### src/rtl/trig_pwm_pkg.sv
package trig_pwm_pkg;
  localparam int unsigned NUM_CH     = 6;
  localparam int unsigned CNT_W      = 24;
  localparam int unsigned PRE_W      = 3;
  localparam int unsigned DW         = 32;
  localparam int unsigned ADDR_W     = 8;
  localparam int unsigned PRE_STRIDE = 4;
  localparam int unsigned CH_STRIDE  = 8;
  // control word groups
  localparam int unsigned GRP_TRIG   = 0;
  localparam int unsigned GRP_POL    = 8;
  localparam int unsigned GRP_TYPE   = 16;
  localparam int unsigned GRP_SMOOTH = 24;
  localparam logic [ADDR_W-1:0] OFF_CTRL   = 8'h00;
  localparam logic [ADDR_W-1:0] OFF_PRESC  = 8'h04;
  localparam logic [ADDR_W-1:0] OFF_PERIOD = 8'h08;
  localparam logic [ADDR_W-1:0] OFF_DUTY   = 8'h0C;

  typedef struct packed {
    logic [PRE_W-1:0] presc;
    logic [CNT_W-1:0] period;
    logic [CNT_W-1:0] duty;
    logic             pol;
  } chan_cfg_t;
endpackage

### src/rtl/trig_pwm_regs.sv
module trig_pwm_regs
  import trig_pwm_pkg::*;
(
  input  logic                     clk_i,
  input  logic                     rst_ni,
  input  logic                     we_i,
  input  logic [ADDR_W-1:0]        addr_i,
  input  logic [DW-1:0]            wdata_i,
  output logic [DW-1:0]            rdata_o,
  output chan_cfg_t [NUM_CH-1:0]   cfg_o,
  output logic [NUM_CH-1:0]        trig_o,
  output logic [NUM_CH-1:0]        smooth_o
);
  logic [NUM_CH-1:0]            trig_q, pol_q, type_q, smooth_q;
  logic [NUM_CH-1:0][PRE_W-1:0] presc_q;
  logic [NUM_CH-1:0][CNT_W-1:0] per_q, duty_q;

  function automatic logic [ADDR_W-1:0] per_addr(input int unsigned ch);
    return ADDR_W'(OFF_PERIOD + ch * CH_STRIDE);
  endfunction

  function automatic logic [ADDR_W-1:0] duty_addr(input int unsigned ch);
    return ADDR_W'(OFF_DUTY + ch * CH_STRIDE);
  endfunction

  always_ff @(posedge clk_i or negedge rst_ni) begin
    if (!rst_ni) begin
      trig_q   <= '0;
      pol_q    <= '0;
      type_q   <= '0;
      smooth_q <= '0;
      presc_q  <= '0;
      per_q    <= '0;
      duty_q   <= '0;
    end else if (we_i) begin
      if (addr_i == OFF_CTRL) begin
        trig_q   <= wdata_i[GRP_TRIG   +: NUM_CH];
        pol_q    <= wdata_i[GRP_POL    +: NUM_CH];
        type_q   <= wdata_i[GRP_TYPE   +: NUM_CH];
        smooth_q <= wdata_i[GRP_SMOOTH +: NUM_CH];
      end
      if (addr_i == OFF_PRESC) begin
        for (int c = 0; c < NUM_CH; c++) presc_q[c] <= wdata_i[c*PRE_STRIDE +: PRE_W];
      end
      for (int c = 0; c < NUM_CH; c++) begin
        if (addr_i == per_addr(c))  per_q[c]  <= wdata_i[CNT_W-1:0];
        if (addr_i == duty_addr(c)) duty_q[c] <= wdata_i[CNT_W-1:0];
      end
    end
  end

  always_comb begin
    rdata_o = '0;
    if (addr_i == OFF_CTRL) begin
      rdata_o[GRP_TRIG   +: NUM_CH] = trig_q;
      rdata_o[GRP_POL    +: NUM_CH] = pol_q;
      rdata_o[GRP_TYPE   +: NUM_CH] = type_q;
      rdata_o[GRP_SMOOTH +: NUM_CH] = smooth_q;
    end
    if (addr_i == OFF_PRESC) begin
      for (int c = 0; c < NUM_CH; c++) rdata_o[c*PRE_STRIDE +: PRE_W] = presc_q[c];
    end
    for (int c = 0; c < NUM_CH; c++) begin
      if (addr_i == per_addr(c))  rdata_o[CNT_W-1:0] = per_q[c];
      if (addr_i == duty_addr(c)) rdata_o[CNT_W-1:0] = duty_q[c];
    end
  end

  for (genvar g = 0; g < NUM_CH; g++) begin : g_cfg
    assign cfg_o[g].presc  = presc_q[g];
    assign cfg_o[g].period = per_q[g];
    assign cfg_o[g].duty   = duty_q[g];
    assign cfg_o[g].pol    = pol_q[g];
  end

  assign trig_o   = trig_q;
  assign smooth_o = smooth_q;
endmodule

### src/rtl/trig_pwm_chan.sv
module trig_pwm_chan
  import trig_pwm_pkg::*;
(
  input  logic      clk_i,
  input  logic      rst_ni,
  input  chan_cfg_t cfg_i,
  input  logic      trig_i,
  input  logic      smooth_i,
  output logic      pwm_o,
  output chan_cfg_t live_o,
  output logic      pend_o
);
  chan_cfg_t        live_q;
  logic             trig_q, pend_q;
  logic [PRE_W-1:0] pre_q;
  logic [CNT_W-1:0] cnt_q;
  logic [CNT_W:0]   cnt_inc;
  logic             rise, tick, boundary, commit, active;

  assign rise     = trig_i & ~trig_q;
  assign tick     = (pre_q == live_q.presc);
  assign cnt_inc  = {1'b0, cnt_q} + (CNT_W+1)'(1);
  // periods of 0 or 1 end on every tick
  assign boundary = tick && (cnt_inc >= {1'b0, live_q.period});
  assign commit   = (rise & ~smooth_i) | (boundary & (pend_q | (rise & smooth_i)));

  always_ff @(posedge clk_i or negedge rst_ni) begin
    if (!rst_ni) begin
      trig_q <= 1'b0;
      pend_q <= 1'b0;
      live_q <= '0;
      pre_q  <= '0;
      cnt_q  <= '0;
    end else begin
      trig_q <= trig_i;
      if (commit) begin
        live_q <= cfg_i;
        pend_q <= 1'b0;
        pre_q  <= '0;
        cnt_q  <= '0;
      end else begin
        if (rise && smooth_i) pend_q <= 1'b1;
        if (tick) begin
          pre_q <= '0;
          cnt_q <= boundary ? '0 : cnt_inc[CNT_W-1:0];
        end else begin
          pre_q <= pre_q + PRE_W'(1);
        end
      end
    end
  end

  assign active = (live_q.period >= CNT_W'(2)) && (cnt_q < live_q.duty);
  assign pwm_o  = (~trig_i & ~smooth_i) | (live_q.pol ? active : ~active);
  assign live_o = live_q;
  assign pend_o = pend_q;
endmodule

### src/rtl/trig_pwm.sv
module trig_pwm
  import trig_pwm_pkg::*;
(
  input  logic              clk_i,
  input  logic              rst_ni,
  input  logic              bus_we_i,
  input  logic [ADDR_W-1:0] bus_addr_i,
  input  logic [DW-1:0]     bus_wdata_i,
  output logic [DW-1:0]     bus_rdata_o,
  output logic [NUM_CH-1:0] pwm_o
);
  chan_cfg_t [NUM_CH-1:0] cfg_w, live_w;
  logic [NUM_CH-1:0]      trig_w, smooth_w, pend_w;

  trig_pwm_regs u_regs (
    .clk_i    (clk_i),
    .rst_ni   (rst_ni),
    .we_i     (bus_we_i),
    .addr_i   (bus_addr_i),
    .wdata_i  (bus_wdata_i),
    .rdata_o  (bus_rdata_o),
    .cfg_o    (cfg_w),
    .trig_o   (trig_w),
    .smooth_o (smooth_w)
  );

  for (genvar g = 0; g < NUM_CH; g++) begin : g_ch
    trig_pwm_chan u_chan (
      .clk_i    (clk_i),
      .rst_ni   (rst_ni),
      .cfg_i    (cfg_w[g]),
      .trig_i   (trig_w[g]),
      .smooth_i (smooth_w[g]),
      .pwm_o    (pwm_o[g]),
      .live_o   (live_w[g]),
      .pend_o   (pend_w[g])
    );
  end
endmodule

### config.mk
export PLATFORM = sky130hd
export DESIGN_NAME = trig_pwm
export DESIGN_NICKNAME = d
export VERILOG_FILES = /design/src/rtl/trig_pwm_pkg.sv /design/src/rtl/trig_pwm_regs.sv /design/src/rtl/trig_pwm_chan.sv /design/src/rtl/trig_pwm.sv
export SDC_FILE = /design/constraint.sdc
export NUM_CORES = 2
export LEC_CHECK = 0
export ABC_AREA = 1
export CORE_MARGIN = 2
export CORE_UTILIZATION = 43
export CTS_CLUSTER_DIAMETER = 150
export DETAILED_ROUTE_END_ITERATION = 12
export DONT_BUFFER_PORTS = 1
export PLACE_DENSITY = 0.57
export SLEW_MARGIN = 0
export SYNTH_ARGS = -nofsm -noshare
export SYNTH_HDL_FRONTEND = slang
export SYNTH_SLANG_ARGS = --single-unit
### constraint.sdc
create_clock -name clk_i -period 5.9 [get_ports clk_i]
set_input_delay 0.295 -clock clk_i [delete_from_list [all_inputs] [get_ports clk_i]]
set_output_delay 0.295 -clock clk_i [all_outputs]
set_load 0.02 [all_outputs]
==> summary.md <==
| Metric | Value |
|---|---|
| Vias | `37.80k` |
| Util after Layout | `47.80%` |
| Die Area | `107300 um2` |
| HPWL after detailed placement | `99.84 mm` |
| Clock sink total | `816` |
| Worst-Margin Slew | `1.183 ns` |
| Status | `finished clean` |
| Post-DP Area | `45830 um2` |
| Global-route wire length before repair | `218.1 mm` |
| Max-slew violations | `0` |
| Post-synth design cell area | `45020 um2` |
| Number of global-route vias before repair | `35.68k` |
| Max cap viols | `0` |
| # resized after CTS | `0` |
| Post-synth top area share | `45.36%` |
| Hold/Removal Path Class | `in -> reg` |
| Final RePlAce weighted congestion | `0.9098` |
| Skew-Pair Late Insertion Delay | `0.67 ns` |
| Reg clk slew, reported paths | `0.07 ns` |
| Final instance area | `49540 um2` |
| Grt total ovfl | `0` |
| M1 wire length | `65.57 mm` |
| Number of synthesized register bits | `816` |
| Ys flop type | `dfrtp_1` |
| DR iter-0 viols | `3385` |
| I/O pins | `81` |
| Dominant cells by area after synthesis | `dfrtp_1 45%, nand2_1 15%, ha_1 8.2%` |
| Setup CP Type | `reg -> reg` |
| CP Capture Type | `register` |
| Peak supply drop | `0.0003197 V` |
| Clock Skews | `0.02136 ns` |
| Synth cell types | `47` |
| Met3 routed WL | `9.287 mm` |
| Syn Inst Count | `5722` |
| Setup_tns | `0 ns` |
| Total chip power | `21.01 mW` |
| Die Y | `327.6 um` |
| Final Cycle Share | `75.18%` |
| Std-Cell Rows | `118` |
| Total global-route track usage | `26.35%` |
| DR pass1 iterations | `6` |
| Crit-path max FO | `53` |
| CTS Buffer Depth | `3` |
| Core box area | `103600 um2` |
| Die width | `327.6 um` |
| Drt total wl | `141.0 mm` |
| Startpoint Class | `register` |
| Post CTS Setup Buffer Count | `0` |
| Share of cells above drive strength 1 | `5.366%` |
| Synth Area per Inst | `7.867 um2` |
| Drt drc | `0` |
| Net count of the finished layout | `5961` |
| Seq/Total Area, Yosys | `45.36%` |
| DR top layer | `met5` |
| FILL cells | `10.34k` |
| # hold bufs at CTS | `11` |
| Flop2flop setup slack | `1.46 ns` |
| LEAKAGE | `24.94 nW` |
| Top-count cell post-synth | `nand2_1` |
| CP Data Required Time | `6.46 ns` |
| Reg2reg start | `g_ch[0].u_chan.cnt_q[0]$_DFFE_PN0P_` |
| Tmin final | `4.436 ns` |
| Final setup viols | `0` |
| Syn. warnings | `0` |
| Initial antenna violation count | `9` |
| R2r worst-path depth | `23` |
| Final worst setup slack | `1.464 ns` |
| Min-Delay Startpoint | `bus_we_i` |
| CTS H-Tree Depth | `3` |
| Cells on Worst Hold Path | `2` |
| Synth top cells by count | `1751 x nand2_1, 816 x dfrtp_1, 667 x inv_1` |
| WL per Instance | `19.90 um` |
| F_max | `225.4 MHz` |
| Arr. time, crit path | `5.00 ns` |
| Area grow syn2layout | `10.06%` |
| Final hold vios | `0` |
| Inserted Clock Buffers | `94` |
| Count of flip-flops with a built-in enable after synthesis | `0` |
| Pin count of the biggest net entering global routing | `817` |
| Place WS | `1.481 ns` |
| Hold path endpoint | `u_regs.cfg_o[79]$_DFFE_PN0P_` |
| Root buffer cell | `clkbuf_16` |
| Power Density | `424.2 nW/um2` |
| Relative slew slack | `21.06%` |
| Initial core utilization | `43.43%` |
| Post-synth top area cell | `dfrtp_1` |
| RSZ-0062 raised after global routing | `false` |
| FF-to-FF End | `g_ch[0].u_chan.live_o[48]$_DFFE_PN0P_` |
| TritonCTS clock tree | `done` |
| Antenna-violating nets left | `0` |
| DR vias/cell | `5.334` |
| Post-synth ARST share | `100.0%` |
| IO Port Bufs | `0` |
| Metal2 WL | `60.99 mm` |
[cell families (layout without fill, tap and decap cells)]
family          after synthesis  after routing  share of synthesized area (%)
fa+ha+maj                   294            294                          8.172
compound gates              699            699                          8.158
simple gates               2851           2851                          27.41
other cells                   1              5                       0.008330
xor+xnor                    127            127                          2.488
flops                       816            816                          45.36
buf+inv                     934            914                          8.405
[worst max-delay path: stages (launching register included)]
cell     delay, ns
dfrtp_1       0.39
ha_1          0.18
nand2_1       0.08
inv_2         0.08
nand2_1       0.07
nor2_2        0.24
nand2_1       0.14
nor2_2        0.15
nand2_1       0.13
nor2_4        0.15
nand3_1       0.13
o21ai_1       0.18
inv_1         0.09
ha_1          0.33
a21oi_1       0.15
o21ai_0       0.09
nand4_1       0.09
nand3_1       0.08
nor2_2        0.13
nand3_2       0.12
nand2_4       0.49
nand2_4       0.51
nand2_1       0.22
nand2_1       0.07
[per-stage QoR]
step / std cells / hold WS (ns)
3_3_place_gp: 6891 / 0.09484
5_1_grt: 7084 / 0.09535
6_report: 7086 / 0.09002
4_1_cts: 7077 / -0.6298
2_1_floorplan: 5723 / -0.0005911
3_5_place_dp: 6891 / 0.09567
[per-layer routing]
layer / GRT usage [%] / up-vias
li1: - / 18400
met1: 38.13 / 18090
met2: 39.20 / 1072
met3: 5.050 / 222
met4: 9.553 / 10
met5: 0 / -
[cell usage in the layout (no fill, tap or decap), types with 36 or more instances in the layout]
master	count
nand2_1	1750
dfrtp_1	816
inv_1	667
nand3_1	475
o21ai_0	441
ha_1	294
nor2_1	256
nand4_1	184
a21oi_1	162
clkbuf_16	97
xor2_1	86
nor3_1	47
xnor2_1	40
nor4_1	40
buf_4	36
[final cells by class]
type | count | area (um2) | share of cell area [%]
clock inverters | 53 | 780.7 | 1.576
diodes | 3 | 7.507 | 0.01515
flip-flops and latches | 816 | 20420 | 41.22
inverters | 686 | 2575 | 5.197
repair buffers | 53 | 528.0 | 1.066
well taps | 1380 | 1727 | 3.485
multi-input cells | 3973 | 20830 | 42.05
clock buffers | 122 | 2671 | 5.392
[worst max path at each step]
stage | startpoint | end
final | g_ch[0].u_chan.cnt_q[0]$_DFFE_PN0P_ | g_ch[0].u_chan.live_o[48]$_DFFE_PN0P_
after global routing | g_ch[0].u_chan.cnt_q[0]$_DFFE_PN0P_ | g_ch[0].u_chan.live_o[37]$_DFFE_PN0P_
after CTS | g_ch[0].u_chan.cnt_q[0]$_DFFE_PN0P_ | g_ch[0].u_chan.live_o[21]$_DFFE_PN0P_
after detailed placement | g_ch[0].u_chan.cnt_q[0]$_DFFE_PN0P_ | g_ch[0].u_chan.live_o[18]$_DFFE_PN0P_
after global placement | g_ch[0].u_chan.cnt_q[0]$_DFFE_PN0P_ | g_ch[0].u_chan.live_o[15]$_DFFE_PN0P_
after floorplan | g_ch[5].u_chan.cnt_q[0]$_DFFE_PN0P_ | g_ch[5].u_chan.live_o[10]$_DFFE_PN0P_
[power breakdown]
| group | switching [mW] | total (mW) | internal [mW] | leakage (nW) |
|---|---|---|---|---|
| clock network | 2.55 | 6.54 | 3.99 | 1.70 |
| logic | 5.27 | 7.47 | 2.20 | 12.0 |
| registers | 0.624 | 7.00 | 6.38 | 11.2 |
[registers in the layout, summed over array words and instances, names as in the netlist]
signal and cells:
g_ch.u_chan.cnt_q 144, g_ch.u_chan.live_o 312, g_ch.u_chan.pend_o 6, g_ch.u_chan.pre_q 18
g_ch.u_chan.trig_q 6, u_regs.cfg_o 306, u_regs.pol_q 6, u_regs.smooth_o 6
u_regs.trig_o 6, u_regs.type_q 6
(Power assumes the default switching activity.)
